## src/rtl/mcr_pkg.sv

```systemverilog
package mcr_pkg;
  typedef enum logic [1:0] {
    ADDR_DATA = 2'd0,
    ADDR_SEL  = 2'd1,
    ADDR_SEM  = 2'd2,
    ADDR_RSVD = 2'd3
  } mcr_addr_e;

  localparam int SEL_GRP_LSB = 8;
  localparam int SEL_MC_BIT  = 31;
endpackage

```

## src/rtl/mcr_semaphore.sv

```systemverilog
module mcr_semaphore #(
  parameter int AGENT_W = 2
) (
  input  logic               clk,
  input  logic               rst_n,
  input  logic               rd_hit,
  input  logic               wr_hit,
  input  logic               wr_is_one,
  input  logic [AGENT_W-1:0] agent,
  output logic               held,
  output logic [AGENT_W-1:0] owner,
  output logic               grant
);
  logic release_ok;

  assign grant      = rd_hit && !held;
  assign release_ok = wr_hit && held && (owner == agent) && wr_is_one;

  always_ff @(posedge clk) begin
    if (!rst_n) begin
      held  <= 1'b0;
      owner <= '0;
    end else if (grant) begin
      held  <= 1'b1;
      owner <= agent;
    end else if (release_ok) begin
      held  <= 1'b0;
    end
  end
endmodule

```

## src/rtl/mcr_selector.sv

```systemverilog
module mcr_selector
  import mcr_pkg::*;
#(
  parameter int DATA_W    = 32,
  parameter int GRP_BITS  = 1,
  parameter int INST_BITS = 2
) (
  input  logic                 clk,
  input  logic                 rst_n,
  input  logic                 wr_en,
  input  logic [DATA_W-1:0]    wdata,
  output logic [GRP_BITS-1:0]  grp,
  output logic [INST_BITS-1:0] inst,
  output logic                 mcast,
  output logic [DATA_W-1:0]    sel_word
);
  always_ff @(posedge clk) begin
    if (!rst_n) begin
      grp   <= '0;
      inst  <= '0;
      mcast <= 1'b1;
    end else if (wr_en) begin
      grp   <= wdata[SEL_GRP_LSB +: GRP_BITS];
      inst  <= wdata[INST_BITS-1:0];
      mcast <= wdata[SEL_MC_BIT];
    end
  end

  always_comb begin
    sel_word                          = '0;
    sel_word[INST_BITS-1:0]           = inst;
    sel_word[SEL_GRP_LSB +: GRP_BITS] = grp;
    sel_word[SEL_MC_BIT]              = mcast;
  end
endmodule

```

## src/rtl/mcr_inst_store.sv

```systemverilog
module mcr_inst_store #(
  parameter int DATA_W = 32,
  parameter int IDX_W  = 3,
  localparam int N_UNITS = 1 << IDX_W
) (
  input  logic               clk,
  input  logic               rst_n,
  input  logic               wr_en,
  input  logic               mcast,
  input  logic [IDX_W-1:0]   idx,
  input  logic [DATA_W-1:0]  wdata,
  input  logic [N_UNITS-1:0] present,
  output logic [DATA_W-1:0]  rd_val
);
  logic [DATA_W-1:0] copy_q [N_UNITS];

  for (genvar u = 0; u < N_UNITS; u++) begin : g_unit
    logic hit;
    assign hit = wr_en && present[u] && (mcast || (idx == IDX_W'(u)));
    always_ff @(posedge clk) begin
      if (!rst_n)   copy_q[u] <= '0;
      else if (hit) copy_q[u] <= wdata;
    end
  end

  assign rd_val = present[idx] ? copy_q[idx] : '0;
endmodule

```

## src/rtl/mcr_bank.sv

```systemverilog
module mcr_bank
  import mcr_pkg::*;
#(
  parameter int DATA_W    = 32,
  parameter int AGENT_W   = 2,
  parameter int GRP_BITS  = 1,
  parameter int INST_BITS = 2,
  localparam int IDX_W    = GRP_BITS + INST_BITS,
  localparam int N_UNITS  = 1 << IDX_W
) (
  input  logic               clk,
  input  logic               rst_n,
  input  logic               bus_req,
  input  logic               bus_we,
  input  logic [1:0]         bus_addr,
  input  logic [DATA_W-1:0]  bus_wdata,
  input  logic [AGENT_W-1:0] bus_agent,
  input  logic [N_UNITS-1:0] unit_present,
  output logic               bus_rvalid,
  output logic [DATA_W-1:0]  bus_rdata
);
  logic                 rd_req, wr_req;
  logic                 sem_held, sem_grant;
  logic [AGENT_W-1:0]   sem_owner;
  logic [GRP_BITS-1:0]  sel_grp;
  logic [INST_BITS-1:0] sel_inst;
  logic                 sel_mcast;
  logic [DATA_W-1:0]    sel_word;
  logic [IDX_W-1:0]     steer_idx;
  logic [DATA_W-1:0]    unit_rd;
  logic [DATA_W-1:0]    rd_mux;
  mcr_addr_e            addr_e;

  assign addr_e    = mcr_addr_e'(bus_addr);
  assign rd_req    = bus_req && !bus_we;
  assign wr_req    = bus_req && bus_we;
  assign steer_idx = {sel_grp, sel_inst};

  mcr_semaphore #(.AGENT_W(AGENT_W)) u_sem (
    .clk       (clk),
    .rst_n     (rst_n),
    .rd_hit    (rd_req && addr_e == ADDR_SEM),
    .wr_hit    (wr_req && addr_e == ADDR_SEM),
    .wr_is_one (bus_wdata == DATA_W'(1)),
    .agent     (bus_agent),
    .held      (sem_held),
    .owner     (sem_owner),
    .grant     (sem_grant)
  );

  mcr_selector #(.DATA_W(DATA_W), .GRP_BITS(GRP_BITS), .INST_BITS(INST_BITS)) u_sel (
    .clk      (clk),
    .rst_n    (rst_n),
    .wr_en    (wr_req && addr_e == ADDR_SEL && sem_held && sem_owner == bus_agent),
    .wdata    (bus_wdata),
    .grp      (sel_grp),
    .inst     (sel_inst),
    .mcast    (sel_mcast),
    .sel_word (sel_word)
  );

  mcr_inst_store #(.DATA_W(DATA_W), .IDX_W(IDX_W)) u_store (
    .clk     (clk),
    .rst_n   (rst_n),
    .wr_en   (wr_req && addr_e == ADDR_DATA),
    .mcast   (sel_mcast),
    .idx     (steer_idx),
    .wdata   (bus_wdata),
    .present (unit_present),
    .rd_val  (unit_rd)
  );

  always_comb begin
    unique case (addr_e)
      ADDR_DATA: rd_mux = unit_rd;
      ADDR_SEL:  rd_mux = sel_word;
      ADDR_SEM:  rd_mux = DATA_W'(sem_grant);
      default:   rd_mux = '0;
    endcase
  end

  always_ff @(posedge clk) begin
    if (!rst_n) begin
      bus_rvalid <= 1'b0;
      bus_rdata  <= '0;
    end else begin
      bus_rvalid <= rd_req;
      bus_rdata  <= rd_req ? rd_mux : '0;
    end
  end
endmodule

```

## config.mk

```make
export PLATFORM = sky130hd
export DESIGN_NAME = mcr_bank
export DESIGN_NICKNAME = d
export VERILOG_FILES = /design/src/rtl/mcr_pkg.sv /design/src/rtl/mcr_semaphore.sv /design/src/rtl/mcr_selector.sv /design/src/rtl/mcr_inst_store.sv /design/src/rtl/mcr_bank.sv
export SDC_FILE = /design/constraint.sdc
export NUM_CORES = 1
export LEC_CHECK = 0
export ABC_AREA = 1
export BUFFER_PORTS_ARGS = -buffer_cell sky130_fd_sc_hd__buf_2
export CAP_MARGIN = 20
export CORE_MARGIN = 5
export CORE_UTILIZATION = 47
export DETAILED_ROUTE_END_ITERATION = 7
export SYNTH_ARGS = -nofsm -noshare
export SYNTH_HDL_FRONTEND = slang
export SYNTH_SLANG_ARGS = --single-unit
```

## constraint.sdc

```tcl
create_clock -name clk -period 5.4 [get_ports clk]
set_input_delay 0.81 -clock clk [delete_from_list [all_inputs] [get_ports clk]]
set_output_delay 0.81 -clock clk [all_outputs]
set_load 0.01 [all_outputs]
```

## Word-level counts from Yosys, hierarchy flattened

Memory sizes are Yosys's and may differ from the RTL's. A register that Yosys moved wholly into a read port is not among the register bits.
Cells that the tools add are included.

- $add $sub $neg: 0
- Multiply operators: 0
- Divide/modulo/power cells: 0
- Order comparisons: 1
- Eq/ne operators: 11
- Shift operators: 0
- Mux-type cells: 41
- Bitwise gates (word level): 8
- Reduce and logical (&&, ||, !) cells: 42

Operator list:

| kind | number |
|---|---|
| 2-to-1 mux 32 bit | 9 |
| case mux 32 bit (3 select lines) | 1 |
| equality test 32 x 1 -> 1 bit, second input constant | 1 |
| logical AND 1 bit | 28 |
| 2-to-1 mux 1 bit | 28 |
| equality test 3 bit, second input constant | 4 |
| logical OR 1 bit | 8 |
| OR 1 bit | 8 |
| equality test 3 x 2 -> 1 bit, second input constant | 2 |
| 2-to-1 mux 3 bit | 2 |
| less-than comparator 3 x 4 -> 1 bit, second input constant | 1 |
| binary-select mux 1 bit (select 3 bit) | 1 |
| equality test 3 x 1 -> 1 bit, second input constant | 1 |
| zero test 3 bit | 1 |
| equality test 2 x 1 -> 1 bit, second input constant | 1 |
| equality test 2 bit | 1 |
| equality test 2 bit, second input constant | 1 |
| zero test 1 bit | 2 |
| zero test 2 bit | 1 |
| AND reduction 2 bit | 1 |
| nonzero test 2 bit | 1 |

- Bits in registers: 40
- Bits in latches: 0
- RAM bits: 256
- Memory bits (read-only): 0
- Logic and storage cells: 111
- Memories: 1

Memories:

| memory | depth | width | read ports | clocked after Yosys merged registers in | write ports | RTL line | source |
|---|---|---|---|---|---|---|---|
| u_store.copy_q | 8 | 32 | 1 | 1 | 8 | mcr_inst_store.sv:15 | `logic [DATA_W-1:0] copy_q [N_UNITS];` |

## Depth between registers and ports, before layout

Gate-level depths: netlist (run 1).

- Word-level depth: 8
- Mapped depth: 10

## By module

A second synthesis (run 1) with hierarchy kept.

- Cell total of the unflattened synthesis: 1693
- Area, all modules: 14346.3 um^2

By module, submodules not included:

| module | times used | cells each | area an instance (um^2) |
|---|---|---|---|
| mcr_inst_store | 1 | 1422 | 12414.4 |
| mcr_bank | 1 | 189 | 1360.1 |
| mcr_selector | 1 | 57 | 415.4 |
| mcr_semaphore | 1 | 25 | 156.4 |

## Least setup slack after synthesis (run 1)

Ideal clock, no wire load.

- Kind: input port to flip-flop
- Start: input bus_addr[0]
- End: memory u_store.copy_q[0][0] (enable)
- Arrival: 2.088 ns
- Slack: 2.923 ns
- Cell stages on the path: 6
- Path through: nor2_2 > nand3_1 > inv_2 > buf_4 > nand3_1 > nand2_1

RTL lines:

| what | RTL line | source |
|---|---|---|
| start, declared | mcr_bank.sv:15 | `input logic [1:0] bus_addr,` |
| end, declared | mcr_inst_store.sv:15 |  |

==> implementation parameters, run 1 <==
Parameter                              Value

Clock tree
  Num CTS Buffers ... 31
  Root buffer selected by CTS ... clkbuf_16
  CTS tree ... built
  Level count of the clock H-tree ... 1
  Maximum count of clock buffers along a single path ... 3
  Number of hold buffers added after cts ... 0
  Total of cells resized after clock tree synthesis ... 0
  Sink Count ... 299
  Setup Fix Bufs, Post-CTS ... 0
  Clock transition at the registers of the reported paths ... 0.06 ns
  Worst-skew pair later-pin latency ... 0.55 ns

Critical path
  Critical path data arrival time ... 3.06 ns
  Critical path required time ... 5.84 ns
  Maximum fanout encountered on the critical timing path ... 94
  Critical path startpoint category ... flip-flop
  Endpoint class of the critical path ... flip-flop
  Setup CP Type ... reg2reg

Power
  Static leakage ... 5.98 nW
  Power per unit of standard cell area ... 335 nW/um^2
  Highest ir drop seen on vdd ... 159 uV

Die
  Ports placed on the boundary ... 81
  Horizontal extent of the die ... 176 um
  Die span in y ... 176 um
  Placeable core area ... 27600 um^2
  Die area ... 31100 um^2
  Placement row count ... 61
  Initial core utilization ... 47.3%

Timing
  Number of endpoints with negative hold slack in the final report ... 0
  Minimum hold slack ... 0.470 ns
  Final count of pins violating max slew ... 0
  RSZ-0062 raised after global routing ... false
  Time the worst path needs with I/O delays and setup ... 2.62 ns
  Final setup violating endpoints ... 0
  Slew Limit Headroom ... 34.2%
  Setup Total Neg Slack ... 0 ns
  Actual transition at the worst max-transition pin ... 0.987 ns
  Setup skew after layout ... 0.00909 ns
  Final worst-path cycle share ... 48.5%
  Max frequency ... 382 MHz

Finish
  Post-route cell area ... 14700 um^2
  Total Nets Final ... 1399
  Fraction of final layout cells sized beyond drive strength 1 ... 13.2%
  Sequential cell area ... 8550 um^2
  Fill cell count ... 2479
  Combined area of the multi-input logic cells ... 3770 um^2
  Growth of design area from synthesis to finish ... 12.5%
  Number of antenna diodes ... 0

Run status
  Outcome ... complete, no violations

Place
  IO Port Bufs ... 80
  DP Area ... 13600 um^2
  Placer's final routability congestion estimate ... 0.772
  DP Wirelength ... 17000 um

Worst hold path
  Class of the tightest hold or removal check ... reg2reg

Global routing
  Pin count of the biggest net entering global routing ... 95
  Antenna violations before repair ... 0
  Number of global-route vias before repair ... 9242
  Global-route wire length before repair ... 50200 um
  GR Overflow Total ... 0
  Gr usage total ... 20.3%

Drt
  DRT iter0 DRCs ... 745
  DRC ... 0
  Post-detailed-routing wire length ... 31500 um
  Residual antenna-violating net count after detailed routing ... 0
  Vias ... 9217
  Number of detailed-route iterations in the first pass ... 6
  Post-detailed-route via-to-cell ratio ... 5.26
  Average wire per cell in the routed design ... 18.0 um

Yosys
  Syn Inst Count ... 1302
  Sequential-to-total area share from yosys stat ... 65.6%
  Register bit count reported by yosys ... 299
  Mapped Avg Cell Area ... 10.0 um^2
  Total number of yosys warnings ... 0
  Syn Nets ... 1350
  Number of distinct library cells after synthesis ... 29
  Area of the mapped netlist ... 13000 um^2

Job
  Max-capacitance violation count ... 0
Yosys cell counts:
library cell	number	area, um^2
buf_12	2	40.0
nand4_2	2	25.0
clkinv_1	13	48.8
clkbuf_2	2	10.0
o21ai_0	130	651
inv_1	65	244
nor3_1	1	5.00
nor2_1	418	1570
inv_2	5	18.8
nor2_2	2	12.5
a21oi_1	5	25.0
edfxtp_1	256	7690
dfxtp_1	43	861
o211ai_1	1	7.51
buf_1	5	18.8
nand4_1	8	50.1
nand2_8	1	20.0
nor2_4	21	236
buf_2	34	170
nand3_1	20	100
clkbuf_1	24	90.1
nor4_1	1	6.26
xnor2_1	2	17.5
nand2_2	1	6.26
nand2_1	159	597
o22ai_1	56	350
o21ai_1	13	65.1
buf_4	11	82.6
o21ai_2	1	8.76
per-stage QoR:
stage | power [mW] | setup WS [ns] | instances | util (%)
CTS | 4.94 | 2.77 | 1750 | 53.0
detailed placement | 2.85 | 2.57 | 1693 | 49.3
global placement | 2.85 | 2.67 | 1693 | 49.3
floorplan | 2.77 | 2.92 | 1302 | -
finish | 4.90 | 2.78 | 1753 | 53.2
global route | 5.06 | 2.55 | 1753 | 53.2
cells in the final DEF, fill, tap and decap left out:
cell type | netlist | layout
a21oi_1 | 5 | 5
buf_12 | 2 | 1
buf_16 | 0 | 1
buf_2 | 34 | 80
buf_4 | 11 | 11
buf_8 | 0 | 1
bufinv_16 | 0 | 2
clkbuf_1 | 24 | 12
clkbuf_16 | 0 | 31
clkbuf_8 | 0 | 6
clkinv_1 | 13 | 14
clkinv_2 | 0 | 4
clkinv_4 | 0 | 1
dfxtp_1 | 43 | 41
dfxtp_2 | 0 | 1
dfxtp_4 | 0 | 1
edfxtp_1 | 256 | 256
inv_1 | 65 | 65
inv_2 | 5 | 4
inv_6 | 0 | 1
nand2_1 | 159 | 151
nand2_2 | 1 | 9
nand2_8 | 1 | 1
nand3_1 | 20 | 20
nand4_1 | 8 | 8
nand4_2 | 2 | 2
nor2_1 | 418 | 418
nor2_2 | 2 | 2
nor2_4 | 21 | 21
nor3_1 | 1 | 1
nor4_1 | 1 | 1
o211ai_1 | 1 | 1
o21ai_0 | 130 | 130
o21ai_1 | 13 | 13
o21ai_2 | 1 | 1
o22ai_1 | 56 | 56
xnor2_1 | 2 | 2
metal layers:
| layer | vias up | track usage (%) | share of wire (%) |
|---|---|---|---|
| met3 | 40 | 2.40 | 5.3 |
| li1 | 4451 | - | - |
| met5 | - | 0 | 0 |
| met1 | 4468 | 27.5 | 44 |
| met4 | 0 | 4.74 | 1.7 |
| met2 | 258 | 35.4 | 49 |
critical path: stages (launching register included):
cell      delay [ns]
dfxtp_4         0.64
clkinv_2        0.55
buf_4           0.61
o21ai_0         0.31
o21ai_1         0.09
nand2_1         0.08
nand2_1         0.08
nand3_1         0.09
nand2_1         0.05
registers in the layout (all words and copies together), names as in the netlist, named ones only:
signal          count
u_sem.owner         2
u_sem.held          1
u_sel.grp           1
u_sel.inst          2
bus_rvalid          1
u_sel.mcast         1
bus_rdata          32
u_store.copy_q    256
final timing paths:
| check | from | end | slack [ns] | cells after the start |
|---|---|---|---|---|
| worst max-delay path | flip-flop | bus_rdata[1] | 2.78 | 8 |
| worst min-delay path | u_sel.mcast | bus_rdata[31] | 0.47 | 2 |
| worst max register to register | flip-flop | bus_rdata[1] | 2.78 | 8 |
| worst min register to register | u_sel.mcast | bus_rdata[31] | 0.47 | 2 |
layout make-up:
| cell class | instances | area share, % |
|---|---|---|
| inverter | 83 | 2.13 |
| timing repair buffer | 94 | 3.72 |
| clock buffer | 49 | 6.16 |
| sequential | 299 | 58.4 |
| clock inverter | 8 | 0.657 |
| tap | 378 | 3.23 |
| multi-input combinational | 842 | 25.7 |
power breakdown:
part           switching (mW)  total, mW  internal (mW)  leakage, nW
Sequential             0.0199       2.60           2.58         3.01
Clock                   0.865       2.10           1.24        0.490
Combinational           0.152      0.196         0.0439         2.49
cells by family after synthesis:
family	Yosys count	synth area share, %
AND/OR/NAND/NOR	634	20.2
XOR/XNOR	2	0.135
AO/OA/AOI/OAI	206	8.50
flip-flops	299	65.6
buffers and inverters	161	5.55
(Power assumes the default switching activity.)
==> run 2: changes to the inputs <==
==> constraint.sdc (replaced) <==
create_clock -name clk -period 2.65 [get_ports clk]
set_input_delay 0.3975 -clock clk [delete_from_list [all_inputs] [get_ports clk]]
set_output_delay 0.3975 -clock clk [all_outputs]
set_load 0.01 [all_outputs]
==> implementation parameters, run 2 (same netlist as run 1, synthesis figures left out) <==
Parameter                              Value

Run status
  Outcome ... complete, no violations

Finish
  Fill cell count ... 2508 (+1.2%)
  Top reg by flops ... u_store.copy_q
  Most frequent cells in the layout ... nor2_1, edfxtp_1, nand2_1
  Growth of design area from synthesis to finish ... 13.4%
  Number of antenna diodes ... 0 (unchanged)
  Max FFs per register ... 256 (unchanged)
  Fraction of final layout cells sized beyond drive strength 1 ... 14.2% (+1.1 points)
  Largest registers ranked by flip-flop count ... u_store.copy_q (256), bus_rdata (32)
  Total Nets Final ... 1415 (+1.1%)
  Leading cell type in the layout, fill and taps excluded ... nor2_1

Timing
  Slew Limit Headroom ... 58.0% (+24 points)
  Final setup margin ... 0.916 ns (-1.86 ns)
  RSZ-0062 raised after global routing ... false
  Actual transition at the worst max-transition pin ... 0.629 ns (-0.358 ns)
  Final count of pins violating max slew ... 0 (unchanged)
  Setup Total Neg Slack ... 0 ns (unchanged)
  Final worst-path cycle share ... 65.5% (+17 points)
  Setup skew after layout ... 0.00977 ns (+0.000688 ns)
  Final setup violating endpoints ... 0 (unchanged)
  Number of endpoints with negative hold slack in the final report ... 0 (unchanged)
  Max frequency ... 577 MHz (+51%)
  Minimum hold slack ... 0.106 ns (-0.364 ns)
  Time the worst path needs with I/O delays and setup ... 1.73 ns (-0.887 ns)

Drt
  Post-detailed-route via-to-cell ratio ... 5.27 (+0.24%)
  Detailed-route wire length on metal 1 ... 14100 um (+1.0%)
  Wire length on met3 ... 1890 um (+13%)
  Residual antenna-violating net count after detailed routing ... 0 (unchanged)
  DRT iter0 DRCs ... 668 (-10%)
  Met2 wire length ... 15600 um (+2.0%)
  Post-detailed-routing wire length ... 32500 um (+3.0%)
  Vias ... 9318 (+1.1%)
  Highest routing layer actually used ... met4
  DRC ... 0 (unchanged)
  Number of detailed-route iterations in the first pass ... 5 (-1)
  Average wire per cell in the routed design ... 18.4 um (+2.2%)

Critical path
  R2R cell count ... 9 (+1)
  Crit path cell chain ... inv_2, nand2_1, nand2_1, nand2_1, nand2_2, o21ai_2, nor2_4, nand2_8, nor2_1
  Critical Path Stages ... 9 (+1)
  Cell class contributing the biggest share of worst-path delay ... simple AND/OR/NAND/NOR gates
  Endpoint class of the critical path ... flip-flop
  Critical path required time ... 3.07 ns (-2.77 ns)
  Critical path startpoint category ... flip-flop
  Critical Path Most Common Cell ... nand2_1
  Critical path data arrival time ... 2.15 ns (-0.91 ns)
  Setup CP Type ... reg2reg
  Maximum fanout encountered on the critical timing path ... 28 (-70%)
  Buf+Inv Stages, Crit Path ... 1 (-1)
  Highest-delay cell along the critical path ... dfxtp_1
  Biggest cell delay along the critical path ... 0.48 ns (-0.16 ns)

Clock tree
  CTS tree ... built
  Worst-skew pair later-pin latency ... 0.55 ns (about the same)
  Level count of the clock H-tree ... 1 (unchanged)
  Sink Count ... 299 (unchanged)
  Setup Fix Bufs, Post-CTS ... 0 (unchanged)
  Num CTS Buffers ... 31 (unchanged)
  Total of cells resized after clock tree synthesis ... 0 (unchanged)
  Number of hold buffers added after cts ... 0 (unchanged)
  Clock transition at the registers of the reported paths ... 0.06 ns (about the same)
  Root buffer selected by CTS ... clkbuf_16
  Maximum count of clock buffers along a single path ... 3 (unchanged)

Place
  IO Port Bufs ... 80 (unchanged)
  Worst slack, placed ... 0.719 ns (-1.85 ns)
  DP Wirelength ... 18200 um (+7.1%)
  Placer's final routability congestion estimate ... 0.808 (+4.7%)

Global routing
  GR Overflow Total ... 0 (unchanged)
  Pin count of the biggest net entering global routing ... 129 (+36%)
  Number of global-route vias before repair ... 9235 (-0.076%)
  Antenna violations before repair ... 0 (unchanged)
  Global-route wire length before repair ... 50900 um (+1.3%)
  Gr usage total ... 20.8% (+0.51 points)

Worst hold path
  Class of the tightest hold or removal check ... in2reg
  Number of cells on the worst hold path ... 3 (+1)

Die
  Placement row count ... 61 (unchanged)
  Horizontal extent of the die ... 176 um (unchanged)
  Ports placed on the boundary ... 81 (unchanged)
  Die area ... 31100 um^2 (unchanged)
  Placeable core area ... 27600 um^2 (unchanged)
  Die span in y ... 176 um (unchanged)
  Initial core utilization ... 47.3% (unchanged)

Power
  Total power ... 9.70 mW (+98%)
  Highest ir drop seen on vdd ... 347 uV (+120%)
  Static leakage ... 6.05 nW (+1.1%)
  Power per unit of standard cell area ... 657 nW/um^2 (+96%)

Job
  Max-capacitance violation count ... 0 (unchanged)
==> run 2: cell types whose count changed in the layout (fill, tap and decap cells not counted), sizes merged <==
cell | previous run | this run
bufinv | 2 | 0
clkbuf | 49 | 39
clkinvlp | 0 | 1
buf | 94 | 110
clkinv | 19 | 29
==> run 2: metal layers <==
| metal | track usage (%) | vias to the layer above |
|---|---|---|
| met5 | 0 | - |
| met4 | 6.61 | 0 |
| met3 | 2.89 | 56 |
| met2 | 35.0 | 291 |
| met1 | 28.2 | 4497 |
| li1 | - | 4474 |
==> run 2: stage by stage <==
step	std cells	instance area, um^2	utilization (%)
global placement	1712	13800	50.3
floorplan	1302	13000	-
finish	1768	14800	53.6
CTS	1768	14800	53.6
global route	1768	14800	53.6
detailed placement	1712	13800	50.3
==> run 2: area by class of cell <==
cell class | count | area (um^2) | area share, %
clock inverter | 17 | 88.8 | 0.602
sequential | 299 | 8550 | 57.9
multi-input combinational | 842 | 3770 | 25.6
inverter | 83 | 313 | 2.12
clock buffer | 39 | 826 | 5.59
tap | 378 | 473 | 3.20
timing repair buffer | 110 | 738 | 5.00
==> run 2: final timing paths <==
| check | endpoint | startpoint | slack (ns) |
|---|---|---|---|
| max | bus_rdata[29] | u_sel.inst[0] | 0.92 |
| min | u_sem.owner[1] | bus_agent[1] | 0.11 |
| min reg2reg | bus_rdata[31] | u_sel.mcast | 0.48 |
| max reg2reg | bus_rdata[29] | u_sel.inst[0] | 0.92 |
==> run 2: tightest hold or removal path, stage by stage <==
cell and delay [ns]:
buf_2 0.10, nor2_1 0.04, nor2_1 0.08
==> run 2: report_power, final <==
group          switching, mW  internal [mW]
Clock                   1.77           2.19
Sequential            0.0402           5.26
Combinational          0.320          0.112
Total                   2.13           7.57
==> run 3: changes to the inputs <==
--- a/config.mk
+++ b/config.mk
@@ -5,7 +5,7 @@
 export SDC_FILE = /design/constraint.sdc
 export NUM_CORES = 1
 export LEC_CHECK = 0
-export ABC_AREA = 1
+export ABC_AREA = 0
 export BUFFER_PORTS_ARGS = -buffer_cell sky130_fd_sc_hd__buf_2
 export CAP_MARGIN = 20
 export CORE_MARGIN = 5
==> constraint.sdc (replaced) <==
create_clock -name clk -period 1.6 [get_ports clk]
set_input_delay 0.24 -clock clk [delete_from_list [all_inputs] [get_ports clk]]
set_output_delay 0.24 -clock clk [all_outputs]
set_load 0.01 [all_outputs]
==> implementation parameters, run 3 <==
Parameter                              Value

Run status
  Outcome ... complete, but fails checks
  Violated checks ... negative setup slack

Global routing
  Antenna violations before repair ... 2 (+2)
  Pin count of the biggest net entering global routing ... 35 (-73%)
  GR Overflow Total ... 0 (unchanged)
  Global-route wire length before repair ... 50500 um (-0.81%)
  Number of global-route vias before repair ... 8219 (-11%)
  Gr usage total ... 21.6% (+0.83 points)

Power
  Internal power consumption ... 13.3 mW (+76%)
  Net switching fraction of the power ... 21.3% (-0.65 points)
  Power per unit of standard cell area ... 1030 nW/um^2 (+56%)
  Static leakage ... 6.16 nW (+1.9%)
  Part of the power in combinational logic ... 5.7% (+1.2 points)
  Switching component of the power ... 3.60 mW (+69%)
  Power share of the clock group ... 42.4% (+1.5 points)
  Highest ir drop seen on vdd ... 789 uV (+130%)
  Fraction of power consumed by sequential logic ... 51.9% (-2.8 points)

Yosys
  Leading cell types by total area after synthesis ... edfxtp_1, and2_1, mux4_2
  Syn Inst Count ... 820 (-37%)
  Dominant register cell in the synthesized netlist ... edfxtp_1
  Total number of yosys warnings ... 0 (unchanged)
  Synth area leader ... edfxtp_1
  Area of the mapped netlist ... 12900 um^2 (-0.60%)
  Syn Nets ... 868 (-36%)
  Number of enable flip-flop cells after synthesis ... 256 (unchanged)
  Portion of synthesized cell area occupied by the leading cell type ... 59.4% (+0.35 points)
  Mapped Avg Cell Area ... 15.8 um^2 (+58%)
  Sequential-to-total area share from yosys stat ... 66.0% (+0.39 points)
  Most used standard cell by instance count after synthesis ... edfxtp_1
  Number of distinct library cells after synthesis ... 42 (+45%)
  List of most frequent post-synthesis cells ... edfxtp_1, and2_1, mux4_2
  Share of synthesized registers carrying an async set or reset ... 0% (unchanged)
  Register bit count reported by yosys ... 299 (unchanged)

Place
  DP Wirelength ... 19600 um (+8.1%)
  Placed cell count ... 1286 (-25%)
  Placer's final routability congestion estimate ... 0.836 (+3.4%)
  IO Port Bufs ... 80 (unchanged)

Drt
  Vias ... 7720 (-17%)
  Post-detailed-routing wire length ... 34000 um (+4.7%)
  DRT iter0 DRCs ... 712 (+6.6%)
  Residual antenna-violating net count after detailed routing ... 0 (unchanged)
  Average wire per cell in the routed design ... 24.8 um (+35%)
  DRC ... 0 (unchanged)
  Post-detailed-route via-to-cell ratio ... 5.62 (+6.7%)
  Number of detailed-route iterations in the first pass ... 5 (unchanged)

Timing
  Setup skew after layout ... 0.0168 ns (+0.00705 ns)
  Number of endpoints with negative hold slack in the final report ... 0 (unchanged)
  Minimum hold slack ... 0.0608 ns (-0.0455 ns)
  Slew Limit Headroom ... 46.3% (-12 points)
  Actual transition at the worst max-transition pin ... 0.798 ns (+0.168 ns)
  Final worst-path cycle share ... 104% (+39 points)
  RSZ-0062 raised after global routing ... true
  Final count of pins violating max slew ... 0 (unchanged)
  Time the worst path needs with I/O delays and setup ... 1.67 ns (-0.0667 ns)
  Final setup margin ... -0.0678 ns (-0.983 ns)
  Max frequency ... 600 MHz (+4.0%)
  Final setup violating endpoints ... 150 (+150)

Critical path
  Endpoint class of the critical path ... flip-flop
  Critical path required time ... 1.97 ns (-1.10 ns)
  Critical path data arrival time ... 2.04 ns (-0.11 ns)
  Crit path cell chain ... mux2_2, a32o_1, o21ai_4, buf_12, nor2_1
  Highest-delay cell along the critical path ... dfxtp_4
  Critical path startpoint category ... flip-flop
  Cell class contributing the biggest share of worst-path delay ... compound AO/OA/AOI/OAI gates
  Maximum fanout encountered on the critical timing path ... 18 (-36%)
  Biggest cell delay along the critical path ... 0.40 ns (-0.08 ns)
  Setup CP Type ... reg2reg
  Buf+Inv Stages, Crit Path ... 1 (unchanged)

Die
  Placeable core area ... 27000 um^2 (-1.9%)
  Die span in y ... 176 um (-0.28%)
  Die area ... 31000 um^2 (-0.57%)
  Placement row count ... 60 (-1.6%)
  Initial core utilization ... 47.9% (+0.63 points)
  Ports placed on the boundary ... 81 (unchanged)
  Horizontal extent of the die ... 176 um (-0.28%)

Clock tree
  Level count of the clock H-tree ... 2 (+1)
  Sink Count ... 299 (unchanged)
  Root buffer selected by CTS ... clkbuf_16
  Worst-skew pair later-pin latency ... 0.50 ns (-0.05 ns)
  CTS tree ... built
  Num CTS Buffers ... 34 (+9.7%)
  Maximum count of clock buffers along a single path ... 3 (unchanged)
  Clock transition at the registers of the reported paths ... 0.06 ns (about the same)

Finish
  Largest registers ranked by flip-flop count ... u_store.copy_q (256), bus_rdata (32)
  Leading cell type in the layout, fill and taps excluded ... edfxtp_1
  Top reg by flops ... u_store.copy_q
  Max FFs per register ... 256 (unchanged)
  Non-Filler Instances ... 1373 (-22%)
  Fraction of final layout cells sized beyond drive strength 1 ... 36.1% (+22 points)
  Growth of design area from synthesis to finish ... 27.4%
  Core Util, Final ... 61.0% (+7.5 points)
  Total Nets Final ... 1054 (-26%)
  Most frequent cells in the layout ... edfxtp_1, and2_1, buf_2

Job
  Max-capacitance violation count ... 0 (unchanged)

Worst hold path
  Class of the tightest hold or removal check ... in2reg
==> run 3: layout make-up <==
cell class	instances	area, um^2
inverters	1	3.75
repair buffers	200	2070
clock inverters	13	73.8
fillers	2040	10500
flip-flops and latches	299	8570
multi-input cells	470	4400
well taps	341	427
diodes	1	2.50
clock buffers	48	955
==> run 3: power by group through the flow <==
| stage | clock [mW] | sequential, mW | combinational [mW] |
|---|---|---|---|
| 2_1_floorplan | 0 | 8.93 | 0.326 |
| 3_3_place_gp | 0 | 8.93 | 0.848 |
| 3_5_place_dp | 0 | 8.95 | 0.858 |
| 4_1_cts | 7.26 | 8.78 | 0.908 |
| 5_1_grt | 7.62 | 8.80 | 1.01 |
| 6_report | 7.18 | 8.78 | 0.958 |
==> run 3: worst reg2reg max path: cells and delay by family, from the launching register on <==
| family | cells | cell delay [ns] |
|---|---|---|
| muxes | 1 | 0.35 |
| buffers and inverters | 1 | 0.20 |
| AOI/OAI and AO/OA | 2 | 0.51 |
| and+or+nand+nor | 1 | 0.09 |
| DFF | 1 | 0.40 |
==> run 3: repair_timing <==
item                                    4_1_cts  5_1_grt
setup buffers                                 6        8
hold buffers                                  0        0
pin swaps                                     5        4
resized for setup                            16       33
cloned                                        2        9
endpoints found under the setup margin      285      273
==> run 3: through the flow <==
stage | total power [mW] | setup TNS (ns) | cell area (um^2) | setup slack (ns)
2_1_floorplan | 9.25 | -35.27 | 13100 | -0.141
5_1_grt | 17.4 | -13.61 | 16500 | -0.118
6_report | 16.9 | -3.41 | 16500 | -0.0678
3_5_place_dp | 9.81 | -24.69 | 14800 | -0.485
4_1_cts | 17.0 | -3.87 | 16100 | -0.0592
3_3_place_gp | 9.77 | -15.04 | 14800 | -0.507
==> run 3: path summary, 6_finish.rpt <==
check / from / endpoint / slack (ns) / depth (start not counted)
setup / recovery: u_sel.inst[0] / bus_rdata[17] / -0.07 / 5
hold reg to reg: u_sem.owner[1] / u_sem.owner[1] / 0.54 / 2
setup reg to reg: u_sel.inst[0] / bus_rdata[17] / -0.07 / 5
hold / removal: bus_agent[1] / u_sem.owner[1] / 0.06 / 3
==> run 3: layer usage <==
| metal | track usage [%] | share of wire, % |
|---|---|---|
| met1 | 30.1 | 42 |
| met2 | 36.5 | 49 |
| met3 | 3.49 | 7.2 |
| met4 | 4.55 | 1.7 |
| met5 | 0 | 0.024 |
==> run 3: cell families after synthesis <==
kind of cell           Yosys count  share of synthesized area, %
AO/OA/AOI/OAI                   29                          1.33
XOR/XNOR                         2                         0.135
buffers and inverters           51                          2.21
flip-flops                     299                          66.0
multiplexers                   104                          14.3
AND/OR/NAND/NOR                335                          15.9
